==> config.mk <==
export PLATFORM = sky130hd
export DESIGN_NAME = netctl_regport
export DESIGN_NICKNAME = d
export VERILOG_FILES = /design/src/rtl/netctl_regport_pkg.sv /design/src/rtl/netctl_status.sv /design/src/rtl/netctl_cfg.sv /design/src/rtl/netctl_regport.sv
export SDC_FILE = /design/constraint.sdc
export NUM_CORES = 1
export LEC_CHECK = 0
export ABC_AREA = 1
export BUFFER_PORTS_ARGS = -buffer_cell sky130_fd_sc_hd__buf_2
export CAP_MARGIN = 20
export CORE_UTILIZATION = 44
export CTS_CLUSTER_SIZE = 12
export DETAILED_ROUTE_END_ITERATION = 6
export GPL_TIMING_DRIVEN = 0
export HOLD_SLACK_MARGIN = 0.03
export PLACE_DENSITY_LB_ADDON = 0.2
export SYNTH_ARGS = -nofsm -noshare
export SYNTH_HDL_FRONTEND = slang
export SYNTH_SLANG_ARGS = --single-unit
==> constraint.sdc <==
create_clock -name clk_i -period 1.2 [get_ports clk_i]
set_input_delay 0.18 -clock clk_i [delete_from_list [all_inputs] [get_ports clk_i]]
set_output_delay 0.18 -clock clk_i [all_outputs]
set_load 0.02 [all_outputs]
==> src/rtl/netctl_regport_pkg.sv <==
package netctl_regport_pkg;
  localparam int unsigned DATA_W = 16;
  localparam int unsigned EVT_N  = 7;
  localparam int unsigned CFG_W  = 3;

  localparam int unsigned B_INIT = 0;
  localparam int unsigned B_STRT = 1;
  localparam int unsigned B_STOP = 2;
  localparam int unsigned B_TDMD = 3;
  localparam int unsigned B_TXON = 4;
  localparam int unsigned B_RXON = 5;
  localparam int unsigned B_INEA = 6;
  localparam int unsigned B_INTR = 7;
  localparam int unsigned B_EVT0 = 8;   // flags occupy B_EVT0 .. B_EVT0+EVT_N-1
  localparam int unsigned B_ERR  = 15;

  // flag vector order, LSB first: idon, tint, rint, merr, miss, cerr, babl
  typedef logic [EVT_N-1:0] evt_t;
  localparam int unsigned F_IDON = 0;
  localparam int unsigned F_RINT = 2;
  localparam int unsigned F_MERR = 3;
  localparam int unsigned F_BABL = 6;

  typedef enum logic [1:0] {
    SEL_CTRL = 2'd0,
    SEL_ALO  = 2'd1,
    SEL_AHI  = 2'd2,
    SEL_BUS  = 2'd3
  } sel_e;
endpackage

==> src/rtl/netctl_status.sv <==
module netctl_status
  import netctl_regport_pkg::*;
(
  input  logic              clk_i,
  input  logic              rst_ni,
  input  logic              wr_i,
  input  logic [DATA_W-1:0] wdata_i,
  input  evt_t              evt_i,
  output logic [DATA_W-1:0] csr_o,
  output logic              irq_o,
  output logic              stopped_o,
  output logic              init_pulse_o,
  output logic              start_pulse_o,
  output logic              tdmd_pulse_o
);
  logic stop_q, init_q, strt_q, rxon_q, txon_q, inea_q;
  logic init_p_q, strt_p_q, tdmd_p_q;
  evt_t flag_q;
  logic stop_cmd, intr, err;
  evt_t clr;

  assign stop_cmd = wr_i & wdata_i[B_STOP];
  assign clr      = wr_i ? wdata_i[B_EVT0 +: EVT_N] : '0;

  always_ff @(posedge clk_i or negedge rst_ni) begin
    if (!rst_ni) begin
      stop_q <= 1'b1;
      init_q <= 1'b0;
      strt_q <= 1'b0;
      rxon_q <= 1'b0;
      txon_q <= 1'b0;
      inea_q <= 1'b0;
      flag_q <= '0;
    end else if (stop_cmd) begin
      stop_q <= 1'b1;
      init_q <= 1'b0;
      strt_q <= 1'b0;
      rxon_q <= 1'b0;
      txon_q <= 1'b0;
      inea_q <= 1'b0;
      flag_q <= '0;
    end else begin
      if (wr_i) begin
        inea_q <= wdata_i[B_INEA];
        if (wdata_i[B_INIT]) begin
          init_q <= 1'b1;
          stop_q <= 1'b0;
        end
        if (wdata_i[B_STRT]) begin
          strt_q <= 1'b1;
          rxon_q <= 1'b1;
          txon_q <= 1'b1;
          stop_q <= 1'b0;
        end
      end
      // a new event beats a concurrent clear
      flag_q <= (flag_q & ~clr) | (stop_q ? '0 : evt_i);
    end
  end

  always_ff @(posedge clk_i or negedge rst_ni) begin
    if (!rst_ni) begin
      init_p_q <= 1'b0;
      strt_p_q <= 1'b0;
      tdmd_p_q <= 1'b0;
    end else begin
      init_p_q <= wr_i & wdata_i[B_INIT] & ~wdata_i[B_STOP];
      strt_p_q <= wr_i & wdata_i[B_STRT] & ~wdata_i[B_STOP];
      tdmd_p_q <= wr_i & wdata_i[B_TDMD] & ~wdata_i[B_STOP] & ~stop_q;
    end
  end

  assign intr = |flag_q;
  assign err  = |flag_q[F_BABL:F_MERR];

  always_comb begin
    csr_o                      = '0;
    csr_o[B_INIT]              = init_q;
    csr_o[B_STRT]              = strt_q;
    csr_o[B_STOP]              = stop_q;
    csr_o[B_TXON]              = txon_q;
    csr_o[B_RXON]              = rxon_q;
    csr_o[B_INEA]              = inea_q;
    csr_o[B_INTR]              = intr;
    csr_o[B_EVT0 +: EVT_N]     = flag_q;
    csr_o[B_ERR]               = err;
  end

  assign irq_o         = intr & inea_q;
  assign stopped_o     = stop_q;
  assign init_pulse_o  = init_p_q;
  assign start_pulse_o = strt_p_q;
  assign tdmd_pulse_o  = tdmd_p_q;

  AST_STOP_QUIETS: assert property (@(posedge clk_i) disable iff (!rst_ni)
    stop_cmd |=> (stopped_o && !irq_o && !init_pulse_o && !start_pulse_o)) else $error("stop");
  AST_IDON_STICKY: assert property (@(posedge clk_i) disable iff (!rst_ni)
    (flag_q[F_IDON] && !(wr_i && (wdata_i[B_EVT0+F_IDON] || wdata_i[B_STOP]))) |=> flag_q[F_IDON]) else $error("idon");
  AST_RINT_W1C: assert property (@(posedge clk_i) disable iff (!rst_ni)
    (wr_i && wdata_i[B_EVT0+F_RINT] && !evt_i[F_RINT]) |=> !flag_q[F_RINT]) else $error("w1c");
  AST_TDMD_GATED: assert property (@(posedge clk_i) disable iff (!rst_ni)
    tdmd_pulse_o |-> $past(!stop_q && wr_i)) else $error("tdmd");
  AST_INIT_PULSE_SRC: assert property (@(posedge clk_i) disable iff (!rst_ni)
    init_pulse_o |-> $past(wr_i && wdata_i[B_INIT])) else $error("init pulse");
endmodule

==> src/rtl/netctl_cfg.sv <==
module netctl_cfg
  import netctl_regport_pkg::*;
#(
  parameter int unsigned ADDR_HI_W = 8
) (
  input  logic                  clk_i,
  input  logic                  rst_ni,
  input  logic                  we_i,
  input  sel_e                  sel_i,
  input  logic [DATA_W-1:0]     wdata_i,
  input  logic                  stopped_i,
  output logic [DATA_W-1:0]     alo_o,
  output logic [ADDR_HI_W-1:0]  ahi_o,
  output logic [CFG_W-1:0]      bus_o
);
  logic open;
  assign open = we_i & stopped_i;

  always_ff @(posedge clk_i or negedge rst_ni) begin
    if (!rst_ni) begin
      alo_o <= '0;
      ahi_o <= '0;
      bus_o <= '0;
    end else if (open) begin
      case (sel_i)
        SEL_ALO: alo_o <= wdata_i;
        SEL_AHI: ahi_o <= wdata_i[ADDR_HI_W-1:0];
        SEL_BUS: bus_o <= wdata_i[CFG_W-1:0];
        default: ;
      endcase
    end
  end

  AST_CFG_LOCK: assert property (@(posedge clk_i) disable iff (!rst_ni)
    !stopped_i |=> ($stable(alo_o) && $stable(ahi_o) && $stable(bus_o))) else $error("cfg lock");
endmodule

==> src/rtl/netctl_regport.sv <==
module netctl_regport
  import netctl_regport_pkg::*;
#(
  parameter int unsigned ADDR_HI_W = 8,
  localparam int unsigned ADDR_W   = 16 + ADDR_HI_W
) (
  input  logic              clk_i,
  input  logic              rst_ni,
  input  logic              sel_we_i,
  input  logic              data_we_i,
  input  logic [15:0]       wdata_i,
  output logic [15:0]       rdata_o,
  input  logic              init_done_i,
  input  logic              rx_done_i,
  input  logic              tx_done_i,
  input  logic              babble_i,
  input  logic              cerr_i,
  input  logic              miss_i,
  input  logic              merr_i,
  output logic              irq_o,
  output logic              init_pulse_o,
  output logic              start_pulse_o,
  output logic              tdmd_pulse_o,
  output logic              stopped_o,
  output logic [ADDR_W-1:0] iblk_addr_o,
  output logic [2:0]        bus_cfg_o
);
  sel_e                 sel_q;
  logic                 wr_ctrl, stop_cmd;
  logic [DATA_W-1:0]    csr0, alo;
  logic [ADDR_HI_W-1:0] ahi;
  logic [CFG_W-1:0]     bus;
  evt_t                 evt;

  assign wr_ctrl  = data_we_i & (sel_q == SEL_CTRL);
  assign stop_cmd = wr_ctrl & wdata_i[B_STOP];
  assign evt      = {babble_i, cerr_i, miss_i, merr_i, rx_done_i, tx_done_i, init_done_i};

  always_ff @(posedge clk_i or negedge rst_ni) begin
    if (!rst_ni)       sel_q <= SEL_CTRL;
    else if (stop_cmd) sel_q <= SEL_CTRL;
    else if (sel_we_i) sel_q <= sel_e'(wdata_i[1:0]);
  end

  netctl_status i_status (
    .clk_i        (clk_i),
    .rst_ni       (rst_ni),
    .wr_i         (wr_ctrl),
    .wdata_i      (wdata_i),
    .evt_i        (evt),
    .csr_o        (csr0),
    .irq_o        (irq_o),
    .stopped_o    (stopped_o),
    .init_pulse_o (init_pulse_o),
    .start_pulse_o(start_pulse_o),
    .tdmd_pulse_o (tdmd_pulse_o)
  );

  netctl_cfg #(.ADDR_HI_W(ADDR_HI_W)) i_cfg (
    .clk_i    (clk_i),
    .rst_ni   (rst_ni),
    .we_i     (data_we_i),
    .sel_i    (sel_q),
    .wdata_i  (wdata_i),
    .stopped_i(stopped_o),
    .alo_o    (alo),
    .ahi_o    (ahi),
    .bus_o    (bus)
  );

  always_comb begin
    unique case (sel_q)
      SEL_CTRL: rdata_o = csr0;
      SEL_ALO:  rdata_o = alo;
      SEL_AHI:  rdata_o = DATA_W'(ahi);
      default:  rdata_o = DATA_W'(bus);
    endcase
  end

  assign iblk_addr_o = {ahi, alo};
  assign bus_cfg_o   = bus;

  AST_SEL_HOME: assert property (@(posedge clk_i) disable iff (!rst_ni)
    stop_cmd |=> (sel_q == SEL_CTRL)) else $error("sel home");
  AST_SEL_LOAD: assert property (@(posedge clk_i) disable iff (!rst_ni)
    (sel_we_i && !stop_cmd) |=> (sel_q == sel_e'($past(wdata_i[1:0])))) else $error("sel load");
endmodule

== Word-level counts from Yosys, hierarchy flattened ==
Cells that the tools add are included.
Word-level totals
  bits in registers: 43
  input bits: 27
  output and inout bits: 48
  word-level logic and storage cells: 63
Cells by class
  equal/unequal tests: 3
  muxes and demuxes: 18
  bitwise operators: 16
  reduce and logical (&&, ||, !) cells: 14
Operator list (number)
  16-bit case mux with 3 select lines: 1
  7-bit 2-to-1 mux: 3
  1-bit 2-to-1 mux: 12
  2-bit AND reduction: 6
  1-bit AND: 11
  2-bit nonzero test: 4
  7-bit AND: 1
  7-bit NOT: 1
  7-bit bitwise OR: 1
  7-bit OR reduction: 1
  2-bit == test (second input constant): 2
  2-bit 2-to-1 mux: 2
  4-bit OR reduction: 1
  3-bit nonzero test: 1
  2-bit by 1-bit == test with 1-bit output (second input constant): 1
  2-bit logical NOT: 1
  1-bit NOT: 2

== Longest topological paths before layout ==
Gate-level depths: netlist of run 1.
  word-level depth: 7
  mapped depth: 6
  mapped depth without buffers: 6

== Hierarchy ==
Synthesis of run 1 repeated with hierarchy kept, for this count alone.
Second synthesis, totals
  cells, all modules: 285
  area, all modules: 2278.4 um^2
Modules (own cells, without submodules)
  netctl_cfg: times used 1, cells an instance 122, area an instance 1123.6 um^2, seq. area each 675.6 um^2
  netctl_status: times used 1, cells an instance 83, area an instance 683.2 um^2, seq. area each 351.6 um^2
  netctl_regport: times used 1, cells an instance 80, area an instance 471.7 um^2, seq. area each 50.0 um^2

== Worst setup path before layout of run 1 ==
OpenSTA, ideal clock, no wires.
  path kind: register to register
  from: register i_status.stop_q (netlist: i_status.stopped_o)
  to: register i_cfg.alo_o[6]
  setup time: 0.119 ns
  arrival: 1.209 ns
  required time: 1.081 ns
  path slack: -0.128 ns
  stages on the path, launching flop included: 7
  buffers on the path: 1
  period minus slack after synthesis: 1.328 ns
  cell sequence: dfstp_2 -> nand2_1 -> inv_2 -> nand2_4 -> buf_6 -> nand2_1 -> o21ai_2
On the way
  word-level cells in the longest chain between the ends: 2
Ends and longest elaborated chain
  start: declaration: line netctl_status.sv:16  | logic stop_q, init_q, strt_q, rxon_q, txon_q, inea_q;
  start signal: assignment: line netctl_status.sv:27  | stop_q <= 1'b1;
  start signal: assignment: line netctl_status.sv:35  | stop_q <= 1'b1;
  start signal: assignment: line netctl_status.sv:47  | stop_q <= 1'b0;
  1-bit AND: line netctl_cfg.sv:17  | assign open = we_i & stopped_i;
  2-bit AND reduction (no source line)
  end signal: assignment: line netctl_cfg.sv:26  | SEL_ALO: alo_o <= wdata_i;
  end: declaration: line netctl_cfg.sv:12  | output logic [DATA_W-1:0] alo_o,
Every way passes these cells.
A chain may end at the register's enable or synchronous reset.

== Final worst setup path of run 1 ==
  from: register sel_q[0]
  to: output rdata_o[6]
On the way
  word-level cells in the longest chain between the ends: 2
  elaborated cells on any way between the ends: 4
  those cells by class: 2 x eq/ne; 1 x mux; 1 x reduce/logical
Ends and longest elaborated chain
  start: declaration: line netctl_regport.sv:28  | sel_e sel_q;
  start signal: assignment: line netctl_regport.sv:42  | else if (sel_we_i) sel_q <= sel_e'(wdata_i[1:0]);
  2-bit == test (tied with other cells): line netctl_regport.sv:72  | unique case (sel_q)
  16-bit case mux with 3 select lines *: line netctl_regport.sv:72
  end: declaration: line netctl_regport.sv:12  | output logic [15:0] rdata_o,
Mark *: on every way between the ends. The rest lies on a longest branch, timed or not.

==> metrics.md, run 1 <==
| Metric | Value |
|---|---|
| Status | complete, but fails checks |
| Failing checks | DRC, setup timing |
| Synth cell types | 21 |
| Slew @ Worst Pin | 0.974 ns |
| Leak | approximately 0.0018 uW |
| Clock-pin slew on the worst setup and hold paths | about 0.09 ns |
| First-pass GRT wire length | between 10,000 and 15,000 um |
| # IOs | 75 |
| CP dominant cell by count | buf_4 |
| Syn nets | between 200 and 300 |
| Area after DPL | 2620 um2 |
| CP Cell Sequence | buf_4 -> nor2_4 -> buf_12 -> nand2_1 -> o211ai_1 -> buf_4 |
| Maximum clock frequency | between 0.5 and 0.6 GHz |
| Routability Congestion | 0.825 |
| Setup crit end kind | output pin |
| Internal power | approximately 4000 uW |
| CP max stage delay | 0.43 ns |
| Clock buffer depth | 2 |
| Final wirelength | a little over 7000 um |
| Non-filler instance count after layout | ~420 |
| Pwr dens | between 2000 and 2500 nW/um2 |
| Post-DP HPWL | 3870 um |
| Final nets | between 300 and 400 |
| Die width | between 70 and 80 um |
| Peak VDD IR | 0.00108 V |
| Met1 WL | 2790 um |
| CTS tree | done |
| Hold-fix buffers, CTS | 0 |
| Top Metal Used | met4 |
| Register area share after synthesis | between 50% and 60% |
| Clk_lat worst skew | 0.31 ns |
| Req. time, crit path | 1.02 ns |
| Data arrival, critical path | 1.56 ns |
| Net Sw Power | 3220 uW |
| CP bufs+invs | 3 |
| Syn avg cell area | roughly 8.4 um2 |
| IO Port Bufs | 74 |
| Delay-heaviest family, CP | buffers and inverters |
| Drc violations | 2 |
| Initial DRT Pass Iterations | 7 |
| Core footprint | between 4000 and 5000 um2 |
| Final setup fails | 60 |
| Initial core utilization | between 40 and 50% |
| Site Rows | 24 |
| Die span in y | 71.0 um |
| Slew headroom | 35.0% |
| Worst path slowest cell | dfrtp_2 |
| Setup CP Type | reg -> out |
| Clock Root Buffer | clkbuf_8 |
| Placed cells | between 300 and 400 |
| GRT overflow | 0 |
| Area Growth Syn to Fin | 62.4% |
| Number of synthesized register bits | 43 |
| Share of cells above drive strength 1 | a little under three fifths |
| Crit-path max FO | 4 |
| Yosys warns | 0 |
| Clock Sinks | 43 |
| Met2 Wirelength | between 3000 and 4000 um |
| Max_cap viols | 0 |
| Minimum clock period | ~1.7 ns |
| Ant. Diodes | 0 |
| Vias in the first global route | about 2,100 |
| Switching share of power | between 40 and 50% |
| Clock Skew | between 0.01 and 0.015 ns |
| Clock share of power | 13.4% |
| H-tree Lvls | 2 |
| Tot GR Track Use | a little over a quarter |
| PnR worst setup slack | -0.537 ns |
| Combinational power share | roughly half |
| Largest net degree at the start of global routing | 44 |
| Post-Syn Area | 2090 um2 |
| Met3 Routed Length | 510 um |
| Die ar. | a little over 5000 um2 |
| Fin. max-slew vios | 0 |
| RSZ-0062 raised after global routing | yes |
| Period utilization | 145% |
| Per-cell routed wire length | approximately 17 um |
| Num CTS Buffers | 5 |
| CP Launch Type | flip-flop |
| Setup TNS | -16.97 ns |
| Routed vias/inst | 5.42 |
| Fin. Hold Viols | 0 |
| Pwr Total | ~7200 uW |
| Antenna violations before repair | 0 |
| Number of nets still failing antenna checks after routing | 0 |
| Via count | approximately 2,300 |
| Seq pwr share | a little over a third |
| Mapped Cells | 250 |
| Post-layout instance area | between 3000 and 4000 um2 |
| DRT iter0 DRCs | 219 |
| Hold crit path type | in -> async |
## metal layers
metal | track usage [%] | vias up
li1 | - | 1035
met1 | 34.2 | 1087
met2 | 45.1 | 121
met3 | 6.70 | 21
met4 | 13.1 | 0
met5 | 0 | -
## registers in the layout, indices dropped and copies added, names as in the netlist
name,count
i_status.tdmd_pulse_o,1
i_status.stopped_o,1
i_status.inea_q,1
i_status.start_pulse_o,1
i_cfg.bus_o,3
sel_q,2
i_cfg.ahi_o,8
i_status.init_q,1
i_cfg.alo_o,16
i_status.strt_q,1
i_status.init_pulse_o,1
i_status.flag_q,7
## cells in the mapped netlist
cell / n / area share [%]
a21oi_1: 10 / 2.4
a22o_1: 2 / 0.84
buf_2: 1 / 0.24
buf_4: 2 / 0.72
buf_6: 3 / 1.6
clkbuf_1: 1 / 0.18
dfrtp_1: 42 / 50
dfstp_2: 1 / 1.3
inv_1: 24 / 4.3
inv_2: 3 / 0.54
nand2_1: 90 / 16
nand2_2: 2 / 0.60
nand2_4: 2 / 1.1
nand3_1: 24 / 5.7
nand4_1: 3 / 0.90
nor2_1: 9 / 1.6
nor2_4: 4 / 2.2
nor3_1: 1 / 0.24
o211ai_1: 1 / 0.36
o21ai_0: 9 / 2.2
o21ai_2: 16 / 6.7
## power groups by stage
| stage | Combinational [uW] | Sequential, uW | Clock [uW] |
|---|---|---|---|
| final | 3640 | 2610 | 965 |
| after floorplan | 1320 | 3030 | 0 |
| after global placement | 2750 | 2490 | 0 |
| after detailed placement | 2800 | 2510 | 0 |
| after global routing | 3880 | 2670 | 1020 |
| after CTS | 3460 | 2520 | 947 |
## cell families after synthesis
family                 after synthesis  synth area share [%]
AND/OR/NAND/NOR                    135                  28.5
buffers and inverters               34                  7.60
flip-flops                          43                  51.5
AO/OA/AOI/OAI                       38                  12.4
## cell usage in the layout, fill, tap and decap left out, drive strengths merged
| master | instances |
|---|---|
| o211ai | 1 |
| dfstp | 1 |
| nand2 | 94 |
| clkbuf | 8 |
| a21oi | 10 |
| clkinv | 2 |
| nor2 | 13 |
| nor3 | 1 |
| inv | 26 |
| nand3 | 24 |
| nand4 | 3 |
| buf | 114 |
| a22o | 2 |
| o21ai | 25 |
| dfrtp | 42 |
## worst paths after layout
path | from | to | slack, ns | cells after the start
worst max-delay path | sel_q[0]$_DFFE_PN0P_ | rdata_o[6] | -0.54 | 6
worst min-delay path | rst_ni | i_cfg.ahi_o[4]$_DFFE_PN0P_ | 0.01 | 1
max in group asynchronous | rst_ni | sel_q[0]$_DFFE_PN0P_ | 0.50 | 1
worst max register to register | sel_q[0]$_DFFE_PN0P_ | i_status.flag_q[6]$_DFF_PN0_ | -0.31 | 9
min in group clk_i | wdata_i[2] | i_status.init_pulse_o$_DFF_PN0_ | 0.05 | 2
worst min register to register | i_cfg.alo_o[12]$_DFFE_PN0P_ | i_cfg.alo_o[12]$_DFFE_PN0P_ | 0.52 | 2
## worst register-to-register path, cell delays in order, from the launching register on
cell	delay, ns
dfrtp_2	0.43
buf_6	0.13
nor2_4	0.15
buf_6	0.12
buf_6	0.08
buf_6	0.11
nand2_4	0.06
nor2_4	0.15
buf_6	0.14
a21oi_2	0.03
## area by class of cell
cell class	count	area, um2
Multi-Input combinational cell	173	1110
Fill cell	291	1080
Timing Repair Buffer	109	847
Tap cell	52	65.1
Buffer	7	92.6
Clock inverter	1	5.00
Clock buffer	6	82.6
Sequential cell	43	1080
Inverter	27	114
## through the flow
step	utilization, %	hold WS [ns]	worst slack, ns
3_5_place_dp	58.6	0.370	-0.268
2_1_floorplan	-	-0.116	-0.0713
3_3_place_gp	58.6	0.367	-0.250
5_1_grt	75.9	0.0553	-0.580
6_report	75.9	0.0147	-0.537
4_1_cts	73.3	0.0525	-0.418
## what timing repair did
item,CTS,global route
setup buffers,28,4
gates resized for setup,88,23
pin swaps,10,7
cloned,4,1
setup endpoints to repair,59,59
(Power assumes the default switching activity.)
==> inputs of run 2 (changes only) <==
- CORE_UTILIZATION: 44 -> 45
- SKIP_LAST_GASP: unset -> 1
- SYNTH_HIERARCHICAL: unset -> 1
==> run 2 against run 1 <==
Effect of this change:
- the flow finishes with violations (setup timing)
- hold slack gained 0.092 ns
- clock skew is 0.0061 ns lower
- global-route usage increased by 2.0 points
- critical path type unchanged
- largest power group unchanged
==> metrics.md, run 2 <==
| Metric | Value |
|---|---|
| Ant. Diodes | 0 (unchanged) |
| Commonest non-fill, non-tap cells in the layout | nand2_1 (60), buf_2 (56), nand2_2 (45), dfrtp_1 (40), buf_4 (27) |
| EDFF count, synth | 0 (unchanged) |
| Maximum clock frequency | 0.583 GHz (+1.2%) |
| Max_cap viols | 0 (unchanged) |
| Syn nets | 312 (+13%) |
| Failing checks | setup timing |
| Routed vias/inst | 5.52 (+2.0%) |
| Mapped Cells | 285 (+14%) |
| Area Growth Syn to Fin | 73.0% |
| Setup crit end kind | output pin |
| Yosys warns | 6 (+6) |
| Site Rows | 25 (+4.2%) |
| Final setup fails | 61 (+1.7%) |
| Top post-synthesis cells by area | dfrtp_1 (46%), nand2_1 (21%), nand3_1 (8.6%) |
| Synth cell count leaders | nand2_1 (128), dfrtp_1 (42), nand3_1 (39), buf_4 (12), inv_1 (10) |
| Most numerous cell in the Yosys netlist | nand2_1 |
| Clock buffer depth | 2 (unchanged) |
| Initial DRT Pass Iterations | 5 (-2) |
| Routability Congestion | 0.905 (+9.7%) |
| Clk_lat worst skew | 0.30 ns (about the same) |
| Initial core utilization | 47.6% (+0.85 points) |
| Regs by FF count | i_cfg/alo_o: 16 flops, i_cfg/ahi_o: 8 flops, i_status/flag_q: 7 flops |
| Minimum clock period | 1.72 ns (-0.0213 ns) |
| Clock Sinks | 43 (unchanged) |
| Post-synth ARST share | 100% (unchanged) |
| Largest register by flop count | i_cfg/alo_o |
| Via count | 2,596 (+15%) |
| Post-Syn Area | 2280 um2 (+8.9%) |
| Largest net degree at the start of global routing | 44 (unchanged) |
| Req. time, crit path | 1.02 ns (about the same) |
| Leak | 0.00205 uW (+14%) |
| Post-DP HPWL | 4270 um (+10%) |
| Number of synthesized register bits | 43 (unchanged) |
| First-pass GRT wire length | 11,700 um (+14%) |
| Worst path slowest cell | dfrtp_2 |
| Fin. Hold Viols | 0 (unchanged) |
| Peak VDD IR | 0.00118 V (+9.6%) |
| Tot GR Track Use | 29.4% (+2.0 points) |
| H-tree Lvls | 2 (unchanged) |
| Die width | 73.2 um (+3.1%) |
| Period utilization | 143% (-1.8 points) |
| Fillers | 259 (-11%) |
| RSZ-0062 raised after global routing | yes |
| IO Port Bufs | 74 (unchanged) |
| Fin util | 82.4% (+6.4 points) |
| Final wirelength | 8600 um (+20%) |
| Data arrival, critical path | 1.54 ns (-0.02 ns) |
| CTS tree | done |
| Die span in y | 73.2 um (+3.1%) |
| DRT iter0 DRCs | 193 (-12%) |
| Per-cell routed wire length | 18.3 um (+6.5%) |
| Status | complete, but fails checks |
| # IOs | 75 (unchanged) |
| Clock-pin slew on the worst setup and hold paths | 0.08 ns (about the same) |
| Share of cells above drive strength 1 | 63.8% (+6.4 points) |
| Area after DPL | 2850 um2 (+8.7%) |
| Vias in the first global route | 2,312 (+9.0%) |
| Die ar. | 5350 um2 (+6.3%) |
| Final nets | 429 (+9.2%) |
| CP max stage delay | 0.44 ns (about the same) |
| Largest register FFs | 16 (unchanged) |
| Hold crit path type | in -> reg |
| Core footprint | 4790 um2 (+7.0%) |
| Pre-CTS setup slack | -0.271 ns (-0.00290 ns) |
| PnR worst setup slack | -0.516 ns (+0.0213 ns) |
| Clock Root Buffer | clkbuf_8 |
| Post-synth top area share | 46.1% (-4.1 points) |
| Prevailing post-synth register cell | dfrtp_1 |
| Post-layout instance area | 3940 um2 (+16%) |
| GRT overflow | 0 (unchanged) |
| Synth cell types | 26 (+24%) |
| Pwr dens | 1990 nW/um2 (-6.6%) |
| Synth area leader | dfrtp_1 |
| Fin. max-slew vios | 0 (unchanged) |
| CP Cell Sequence | buf_12 -> nor2_8 -> buf_8 -> nand2_1 -> nand2_2 -> buf_6 |
| Num CTS Buffers | 5 (unchanged) |
| Syn avg cell area | 7.99 um2 (-4.5%) |
| Register area share after synthesis | 47.3% (-4.2 points) |
| Number of nets still failing antenna checks after routing | 0 (unchanged) |
| Crit-path max FO | 5 (+1) |
| CP Launch Type | flip-flop |
| Setup CP Type | reg -> out |
| Drc violations | 0 (-2) |
| Commonest non-fill, non-tap cell in the layout | nand2_1 |
| Antenna violations before repair | 0 (unchanged) |
| Clock Skew | 0.00442 ns (-0.00606 ns) |
-- run 2: changes by cell type in the layout (fill, tap and decap cells not counted), moves of 3 or more --
cell,before,now
buf_4,21,27
buf_8,3,7
inv_1,21,7
nand2_1,56,60
nand2_2,26,45
nand2_4,9,23
nand3_1,19,25
nand3_2,5,14
nor2_1,7,3
nor2_2,1,4
nor2_8,0,3
o21ai_2,21,5
-- run 2: power breakdown --
| group | switching, uW | leakage (uW) | total (uW) | internal (uW) |
|---|---|---|---|---|
| sequential | 665 | 0.000529 | 2670 | 2010 |
| clock | 510 | 0.0000515 | 1040 | 526 |
| combinational | 2330 | 0.00147 | 4120 | 1790 |
-- run 2: cell families after synthesis --
kind of cell / Yosys count / share of synthesized area, %
other: 1 / 0.165
AO/OA/AOI/OAI: 15 / 3.62
flip-flops: 43 / 47.3
buffers and inverters: 34 / 10.3
AND/OR/NAND/NOR: 192 / 38.7
-- run 2: what timing repair did --
item | in CTS | in global routing
setup buffers | 25 | 7
gates cloned | 4 | 2
hold endpoints to repair | 0 | 42
gates resized for setup | 86 | 98
setup endpoints to repair | 52 | 61
hold buffers | 0 | 1
pin swaps | 28 | 33
-- run 2: cell type report --
class / instances / area, um2 / share of cell area (%)
plain buffers: 15 / 184 / 4.67
clock buffers: 8 / 100 / 2.54
inverters: 16 / 85.1 / 2.16
multi-input cells: 208 / 1450 / 36.8
flip-flops and latches: 43 / 1080 / 27.4
well taps: 67 / 83.8 / 2.13
repair buffers: 113 / 960 / 24.3
-- run 2: layer usage --
metal  vias to the layer above  part of all wire (%)  global-route usage, %
met5                         -                     0                      0
met4                         0                   3.4                   9.15
met3                        35                   8.0                   5.25
met2                       182                    50                   47.1
met1                      1248                    39                   40.6
li1                       1131                     -                      -
-- run 2: worst paths after layout --
| check | start | end | slack (ns) | depth (start not counted) |
|---|---|---|---|---|
| hold / removal | miss_i | i_status/flag_q[4]$_DFF_PN0_ | 0.11 | 3 |
| setup / recovery | sel_q[0]$_DFFE_PN0P_ | rdata_o[14] | -0.52 | 6 |
| hold reg to reg | i_cfg/ahi_o[7]$_DFFE_PN0P_ | i_cfg/ahi_o[7]$_DFFE_PN0P_ | 0.52 | 2 |
| min in group asynchronous | rst_ni | i_cfg/alo_o[15]$_DFFE_PN0P_ | 0.21 | 2 |
| max in group asynchronous | rst_ni | i_status/stopped_o$_DFFE_PN1P_ | 0.50 | 3 |
| setup reg to reg | sel_q[1]$_DFFE_PN0P_ | i_status/flag_q[2]$_DFF_PN0_ | -0.36 | 8 |
-- run 2: worst max-delay path, delay by kind of cell (launching register included) --
kind | cells | cell delay, ns
buffers and inverters | 3 | 0.42
flip-flops | 1 | 0.44
AND/OR/NAND/NOR | 3 | 0.37
-- run 2: stage by stage --
step	hold slack (ns)	cells	setup TNS, ns	total power (uW)
finish	0.107	470	-15.86	7830
CTS	0.0724	461	-12.25	7060
global route	0.121	470	-18.00	8180
floorplan	-0.116	285	-1.52	4400
detailed placement	0.394	426	-6.70	5390
global placement	0.385	426	-6.16	5320
